$ cat src/rtl/ring_streamer_pkg.sv
package ring_streamer_pkg;

  typedef enum logic [1:0] {
    PH_IDLE   = 2'd0,
    PH_RELOAD = 2'd1,
    PH_ISSUE  = 2'd2,
    PH_WRITE  = 2'd3
  } phase_e;

  typedef struct packed {
    logic loadCfg;
    logic reload;
    logic advance;
  } dpStrobe_t;

endpackage

$ cat src/rtl/ring_streamer_dp.sv
module ring_streamer_dp
  import ring_streamer_pkg::*;
#(
  parameter int ADDR_W = 16,
  parameter int LEN_W  = 16
) (
  input  logic              clk,
  input  logic              rstN,
  input  dpStrobe_t         strobe,
  input  logic [ADDR_W-1:0] cfgBase,
  input  logic [LEN_W-1:0]  cfgLen,
  output logic [ADDR_W-1:0] rdAddr,
  output logic              lastWord,
  output logic              cfgLenZero
);

  localparam logic [LEN_W-1:0]  LEN_ONE  = LEN_W'(1);
  localparam logic [ADDR_W-1:0] ADDR_ONE = ADDR_W'(1);

  logic [ADDR_W-1:0] ptrReg;
  logic [LEN_W-1:0]  lenReg;
  logic [LEN_W-1:0]  remain;

  // stored pointer and length, written only by a start
  always_ff @(posedge clk or negedge rstN) begin
    if (!rstN) begin
      ptrReg <= '0;
      lenReg <= '0;
    end else if (strobe.loadCfg) begin
      ptrReg <= cfgBase;
      lenReg <= cfgLen;
    end
  end

  // working read address and word counter
  always_ff @(posedge clk or negedge rstN) begin
    if (!rstN) begin
      rdAddr <= '0;
      remain <= '0;
    end else if (strobe.reload) begin
      rdAddr <= ptrReg;
      remain <= lenReg;
    end else if (strobe.advance) begin
      rdAddr <= rdAddr + ADDR_ONE;
      remain <= remain - LEN_ONE;
    end
  end

  assign lastWord   = (remain == LEN_ONE);
  assign cfgLenZero = (cfgLen == '0);

  // control step restores pointer and count
  p_reload_restores_r4: assert property (@(posedge clk) disable iff (!rstN)
    strobe.reload |=> (rdAddr == $past(ptrReg)) && (remain == $past(lenReg)));

  // no word is moved once the count is used up
  p_advance_nonzero_r4: assert property (@(posedge clk) disable iff (!rstN)
    strobe.advance |-> (remain != '0));

  // each moved word steps the address by one
  p_addr_step_r2: assert property (@(posedge clk) disable iff (!rstN)
    strobe.advance |=> (rdAddr == $past(rdAddr) + ADDR_ONE));

endmodule

$ cat src/rtl/ring_streamer_ctrl.sv
module ring_streamer_ctrl
  import ring_streamer_pkg::*;
(
  input  logic      clk,
  input  logic      rstN,
  input  logic      cfgStart,
  input  logic      stopReq,
  input  logic      fifoReq,
  input  logic      cfgLenZero,
  input  logic      lastWord,
  output dpStrobe_t strobe,
  output logic      memRdEn,
  output logic      fifoWrEn,
  output logic      busy
);

  phase_e phase, phaseNext;
  logic   stopPending, stopPendingNext;
  logic   stopNow;

  assign stopNow = stopReq || stopPending;

  always_comb begin
    phaseNext = phase;
    strobe    = '0;
    memRdEn   = 1'b0;
    fifoWrEn  = 1'b0;
    if (cfgStart) begin
      strobe.loadCfg = 1'b1;
      phaseNext      = cfgLenZero ? PH_IDLE : PH_RELOAD;
    end else begin
      unique case (phase)
        PH_IDLE: phaseNext = PH_IDLE;
        PH_RELOAD: begin
          if (stopNow) begin
            phaseNext = PH_IDLE;
          end else begin
            strobe.reload = 1'b1;
            phaseNext     = PH_ISSUE;
          end
        end
        PH_ISSUE: begin
          if (stopNow) begin
            phaseNext = PH_IDLE;
          end else if (fifoReq) begin
            memRdEn   = 1'b1;
            phaseNext = PH_WRITE;
          end
        end
        PH_WRITE: begin
          fifoWrEn       = 1'b1;
          strobe.advance = 1'b1;
          phaseNext      = lastWord ? PH_RELOAD : PH_ISSUE;
        end
        default: phaseNext = PH_IDLE;
      endcase
    end
  end

  assign stopPendingNext = stopNow && !cfgStart && (phaseNext != PH_IDLE);

  always_ff @(posedge clk or negedge rstN) begin
    if (!rstN) begin
      phase       <= PH_IDLE;
      stopPending <= 1'b0;
    end else begin
      phase       <= phaseNext;
      stopPending <= stopPendingNext;
    end
  end

  assign busy = (phase != PH_IDLE);

  // an idle streamer touches neither port
  p_idle_quiet_r1: assert property (@(posedge clk) disable iff (!rstN)
    !busy |-> (!memRdEn && !fifoWrEn));

  // reads only under a FIFO request
  p_read_paced_r3: assert property (@(posedge clk) disable iff (!rstN)
    memRdEn |-> fifoReq);

  // a read is followed by its write unless a start intervenes
  p_read_then_write_r5: assert property (@(posedge clk) disable iff (!rstN)
    memRdEn |=> (fifoWrEn || cfgStart));

  // no write without the read before it
  p_write_has_read_r5: assert property (@(posedge clk) disable iff (!rstN)
    fifoWrEn |-> $past(memRdEn));

  // zero length start leaves the streamer idle
  p_zero_len_idle_r6: assert property (@(posedge clk) disable iff (!rstN)
    (cfgStart && cfgLenZero) |=> !busy);

  // nonzero start makes the streamer busy
  p_start_busy_r9: assert property (@(posedge clk) disable iff (!rstN)
    (cfgStart && !cfgLenZero) |=> busy);

  // stop outside a write phase ends the stream at once
  p_stop_halts_r8: assert property (@(posedge clk) disable iff (!rstN)
    (stopReq && !cfgStart && !fifoWrEn) |=> !busy);

endmodule

$ cat src/rtl/ring_streamer.sv
module ring_streamer
  import ring_streamer_pkg::*;
#(
  parameter int ADDR_W = 16,
  parameter int LEN_W  = 16,
  parameter int DATA_W = 32
) (
  input  logic              clk,
  input  logic              rstN,
  input  logic [ADDR_W-1:0] cfgBase,
  input  logic [LEN_W-1:0]  cfgLen,
  input  logic              cfgStart,
  input  logic              stopReq,
  output logic              memRdEn,
  output logic [ADDR_W-1:0] memAddr,
  input  logic [DATA_W-1:0] memRdData,
  input  logic              fifoReq,
  output logic              fifoWrEn,
  output logic [DATA_W-1:0] fifoWrData,
  output logic              busy
);

  dpStrobe_t strobe;
  logic      lastWord;
  logic      cfgLenZero;

  ring_streamer_ctrl u_ctrl (
    .clk        (clk),
    .rstN       (rstN),
    .cfgStart   (cfgStart),
    .stopReq    (stopReq),
    .fifoReq    (fifoReq),
    .cfgLenZero (cfgLenZero),
    .lastWord   (lastWord),
    .strobe     (strobe),
    .memRdEn    (memRdEn),
    .fifoWrEn   (fifoWrEn),
    .busy       (busy)
  );

  ring_streamer_dp #(
    .ADDR_W (ADDR_W),
    .LEN_W  (LEN_W)
  ) u_dp (
    .clk        (clk),
    .rstN       (rstN),
    .strobe     (strobe),
    .cfgBase    (cfgBase),
    .cfgLen     (cfgLen),
    .rdAddr     (memAddr),
    .lastWord   (lastWord),
    .cfgLenZero (cfgLenZero)
  );

  assign fifoWrData = memRdData;

endmodule

$ cat config.mk
export PLATFORM = sky130hd
export DESIGN_NAME = ring_streamer
export DESIGN_NICKNAME = d
export VERILOG_FILES = /design/src/rtl/ring_streamer_pkg.sv /design/src/rtl/ring_streamer_dp.sv /design/src/rtl/ring_streamer_ctrl.sv /design/src/rtl/ring_streamer.sv
export SDC_FILE = /design/constraint.sdc
export NUM_CORES = 1
export LEC_CHECK = 0
export ABC_CLOCK_PERIOD_IN_PS = 3530
export BUFFER_PORTS_ARGS = -buffer_cell sky130_fd_sc_hd__buf_2
export CORE_MARGIN = 3
export CORE_UTILIZATION = 35
export CTS_CLUSTER_DIAMETER = 100
export DETAILED_ROUTE_END_ITERATION = 8
export GPL_ROUTABILITY_DRIVEN = 0
export PLACE_DENSITY = 0.59
export SLEW_MARGIN = 10
export SYNTH_ARGS = -nofsm -noshare
export SYNTH_HDL_FRONTEND = slang
export SYNTH_HIERARCHICAL = 1
export SYNTH_SLANG_ARGS = --single-unit
$ cat constraint.sdc
create_clock -name clk -period 3.53 [get_ports clk]
set_input_delay 0.353 -clock clk [delete_from_list [all_inputs] [get_ports clk]]
set_output_delay 0.353 -clock clk [all_outputs]
set_load 0.05 [all_outputs]
==> parameters.txt <==
Parameter                              Value

Final layout
  Fillcell total    981
  Fin nets    426
  Register area    0.00168 mm^2
  Area taken by multi-input logic gates    0.00143 mm^2
  Syn-to-layout area delta    10.3%
  Fraction of layout instances using a drive strength above 1    31.3%
  Post-route standard cell area excluding fillers    0.00379 mm^2
  Diode insertion count for antenna repair    0

Global route
  Most Used Layer, Global Route    met2
  GR Util met2    19.8%
  First-pass GRT wire length    11600 um
  Final global-route overflow total    0
  Pin count of the biggest net entering global routing    64
  Met3 routing resource usage after global routing    4.45%
  Global routing usage summed across all routing layers    13.0%
  Vias in the first global route    2368
  Initial antenna violation count    0
  Global routing met1 resource utilization    17.1%

Critical path
  Req. time, crit path    3.71 ns
  Worst Path Max Fanout    9
  Number of cells on the worst reg-to-reg path    7
  Element type at the critical path end    register
  Worst R2R Start    u_ctrl/phase[1]$_DFF_PN0_
  Arrival time of the worst setup path    2.58 ns
  Reg2Reg Capture Point    u_dp/remain[11]$_DFFE_PN0P_
  Category of the most critical setup path    reg -> reg
  Startpoint types    register
  Register-to-register setup slack    1.13 ns

Logic synthesis
  Adder-cell share of the synthesized area    1.09%
  Yosys warns    6
  Compound-gate portion of the synthesized area    5.71%
  Syn_area_per_cell    10.4 um^2
  Synth Instances    332
  Sequential share of the synthesized area    48.8%
  Post-synthesis share of cell area spent on and, or, nand and nor gates    16.4%
  Xor and xnor fraction of the mapped netlist area    6.88%
  Number of synthesized register bits    67
  Cell area after technology mapping    0.00344 mm^2
  Portion of netlist area occupied by mux cells    11.4%
  Number of distinct library cell variants in the gate-level netlist after synthesis    38
  Combinational family with the most area after synthesis    simple AND/OR/NAND/NOR gates
  Synth Net Count    404

Die
  Starting density of the core    36.7%
  Die Footprint    0.0110 mm^2
  Placeable core region    0.00937 mm^2
  FP Rows    35
  X dimension of the die    105 um
  Top-level I/O count    120
  Die Ht    105 um

Routing
  Iteration-0 DRC count of the detailed router    88
  Detailed-routing iteration count for the pre-antenna-repair pass    4
  Routed wirelength normalized by instance count    14.4 um
  Number of DRC violations after detailed routing    0
  ANT nets after route    0
  Final wirelength    7010 um
  Vias after detailed routing    2400
  Routed vias/inst    4.93

Clock network
  Hold-fix buffer count after cts    0
  Clock Sinks    67
  Number of H-tree branching levels    3
  CTS buffer count    9
  Maximum count of clock buffers along a single path    2
  Number of resized instances in the post-cts repair step    0
  Buffer cell driving the clock tree root    sky130_fd_sc_hd__clkbuf_8
  Post-CTS setup buffer count    0
  Register clock-pin slew on the reported worst setup and hold paths    0.08 ns
  Clock latency on the worst-skew pair    0.34 ns
  TritonCTS clock tree    built

Pwr
  Combinational fraction of design power    25.3%
  Net Sw Frac    35.7%
  Power density over the cells    610 mW/mm^2
  Static leakage    1.56 nW
  Clock group share of total power    28.0%
  Internal power component    1.49 mW
  Proportion of power drawn by flip-flops and latches    46.8%
  Highest ir drop seen on vdd    0.351 mV
  Switching power total    0.825 mW

STA
  RSZ-0062 raised after global routing    no
  Crit share post-route    67.9%
  Upper clock frequency limit    417 MHz
  Number of hold violations in the final report    0
  Worst-margin pin slew    0.974 ns
  Slew Limit Headroom    35.1%
  Number of max-slew violations in the final report    0
  Final setup skew    0.0119 ns
  Summed negative setup slack over all endpoints    0 ns
  Final setup viols    0
  Clock period minus final worst setup slack    2.40 ns

Run
  Maximum capacitance violations    0

Placed design
  Area post-placement    0.00359 mm^2
  Number of port buffers    55
  Hpwl dp    4970 um

Min path
  Class of the tightest hold or removal check    in -> async

Outcome
  Result of the run    complete, no violations
[power by group through the flow]
| stage | logic [mW] | clock network, mW | registers, mW |
|---|---|---|---|
| finish | 0.584 | 0.647 | 1.08 |
| global route | 0.643 | 0.700 | 1.11 |
| CTS | 0.592 | 0.666 | 1.08 |
| detailed placement | 0.590 | 0 | 1.09 |
| global placement | 0.581 | 0 | 1.09 |
| floorplan | 0.369 | 0 | 1.23 |
[state kept, by name, summed over array words and instances, names as in the netlist]
signal              count
u_dp/lenReg            16
u_dp/ptrReg            16
u_ctrl/stopPending      1
u_dp/remain            16
u_dp/rdAddr            16
u_ctrl/phase            2
[cell usage after synthesis (all sizes together)]
| master | number | area share [%] |
|---|---|---|
| xor2 | 10 | 2.5 |
| nor2b | 2 | 0.36 |
| or3 | 4 | 0.87 |
| clkbuf | 7 | 0.76 |
| nor3b | 1 | 0.22 |
| mux2 | 34 | 11 |
| nor4 | 15 | 2.7 |
| o311a | 1 | 0.33 |
| dfrtp | 67 | 49 |
| nand4 | 7 | 1.3 |
| a211o | 1 | 0.25 |
| nand4b | 1 | 0.25 |
| or2 | 2 | 0.36 |
| a31oi | 1 | 0.18 |
| mux2i | 1 | 0.29 |
| o21ai | 29 | 4.2 |
| nand2 | 37 | 4.0 |
| a221o | 1 | 0.29 |
| xnor2 | 17 | 4.3 |
| and3 | 1 | 0.18 |
| inv | 9 | 0.98 |
| nand3 | 10 | 1.5 |
| and4 | 1 | 0.25 |
| nor4b | 1 | 0.25 |
| or4 | 2 | 0.55 |
| nand2b | 1 | 0.18 |
| and4b | 1 | 0.29 |
| a311o | 1 | 0.29 |
| nand3b | 1 | 0.22 |
| ha | 3 | 1.1 |
| a21oi | 1 | 0.15 |
| nor2 | 13 | 1.4 |
| nor3 | 10 | 1.5 |
| buf | 39 | 8.0 |
[metal layers]
metal  part of all wire (%)  vias to the layer above
met4                    1.6                        0
met5                      0                        -
met1                     45                     1155
met2                     46                       73
li1                       -                     1159
met3                    7.4                       13
[kinds of logic after synthesis]
group | count (synthesis)
flip-flops | 67
XOR/XNOR | 27
AO/OA/AOI/OAI | 35
buffers and inverters | 55
multiplexers | 35
AND/OR/NAND/NOR | 110
adder cells (fa/ha/maj) | 3
[metrics by stage]
step	utilization (%)	power, mW	instances	setup slack [ns]	hold slack, ns
CTS	40.5	2.34	487	1.22	0.0916
detailed placement	38.3	1.68	472	0.862	0.461
floorplan	-	1.60	332	1.03	0.0574
finish	40.5	2.31	487	1.13	0.0712
global placement	38.3	1.67	472	0.978	0.464
global route	40.5	2.45	487	0.975	0.126
[cells in the final DEF (no fill, tap or decap), types with 2 or more instances in the layout]
master / netlist / routed
sky130_fd_sc_hd__xnor2_1: 17 / 17
sky130_fd_sc_hd__nor3_1: 10 / 10
sky130_fd_sc_hd__nand4_1: 7 / 7
sky130_fd_sc_hd__clkinvlp_4: 0 / 2
sky130_fd_sc_hd__buf_2: 1 / 55
sky130_fd_sc_hd__or3_1: 3 / 3
sky130_fd_sc_hd__ha_1: 3 / 3
sky130_fd_sc_hd__nor2b_1: 2 / 2
sky130_fd_sc_hd__inv_1: 9 / 9
sky130_fd_sc_hd__nand3_1: 10 / 10
sky130_fd_sc_hd__nor4_1: 15 / 15
sky130_fd_sc_hd__clkbuf_8: 0 / 11
sky130_fd_sc_hd__buf_4: 34 / 2
sky130_fd_sc_hd__nor2_1: 13 / 13
sky130_fd_sc_hd__nand2_1: 37 / 37
sky130_fd_sc_hd__mux2_2: 34 / 34
sky130_fd_sc_hd__dfrtp_1: 67 / 67
sky130_fd_sc_hd__xor2_1: 10 / 10
sky130_fd_sc_hd__or2_2: 2 / 2
sky130_fd_sc_hd__o21ai_0: 29 / 29
[layout make-up]
cell class / instances / area share, %
repair buffers: 57 / 7.66
well taps: 129 / 4.26
inverters: 9 / 0.891
clock buffers: 11 / 3.99
clock inverters: 4 / 1.32
multi-input cells: 210 / 37.7
flip-flops and latches: 67 / 44.2
[worst max path at each step]
| stage | start | endpoint | slack [ns] | cells past startpoint |
|---|---|---|---|---|
| after floorplan | u_ctrl/phase[1]$_DFF_PN0_ | u_dp/rdAddr[11]$_DFFE_PN0P_ | 1.03 | 8 |
| after global placement | cfgStart | u_dp/remain[15]$_DFFE_PN0P_ | 0.98 | 7 |
| after detailed placement | cfgStart | u_dp/remain[15]$_DFFE_PN0P_ | 0.86 | 7 |
| after CTS | u_ctrl/phase[1]$_DFF_PN0_ | u_dp/remain[11]$_DFFE_PN0P_ | 1.22 | 7 |
| after global routing | u_ctrl/phase[1]$_DFF_PN0_ | u_dp/remain[15]$_DFFE_PN0P_ | 0.97 | 7 |
| final | u_ctrl/phase[1]$_DFF_PN0_ | u_dp/remain[11]$_DFFE_PN0P_ | 1.13 | 7 |
[worst max-delay path, cell delays in order (launching register included)]
cell and delay [ns]:
sky130_fd_sc_hd__dfrtp_1 0.43, sky130_fd_sc_hd__nand2_1 0.11, sky130_fd_sc_hd__nor2_1 0.45, sky130_fd_sc_hd__buf_4 0.26, sky130_fd_sc_hd__nor4b_1 0.54, sky130_fd_sc_hd__nand3_1 0.18
sky130_fd_sc_hd__xor2_1 0.19, sky130_fd_sc_hd__o21ai_0 0.09
Note: power is estimated with default switching activity, not from simulation.
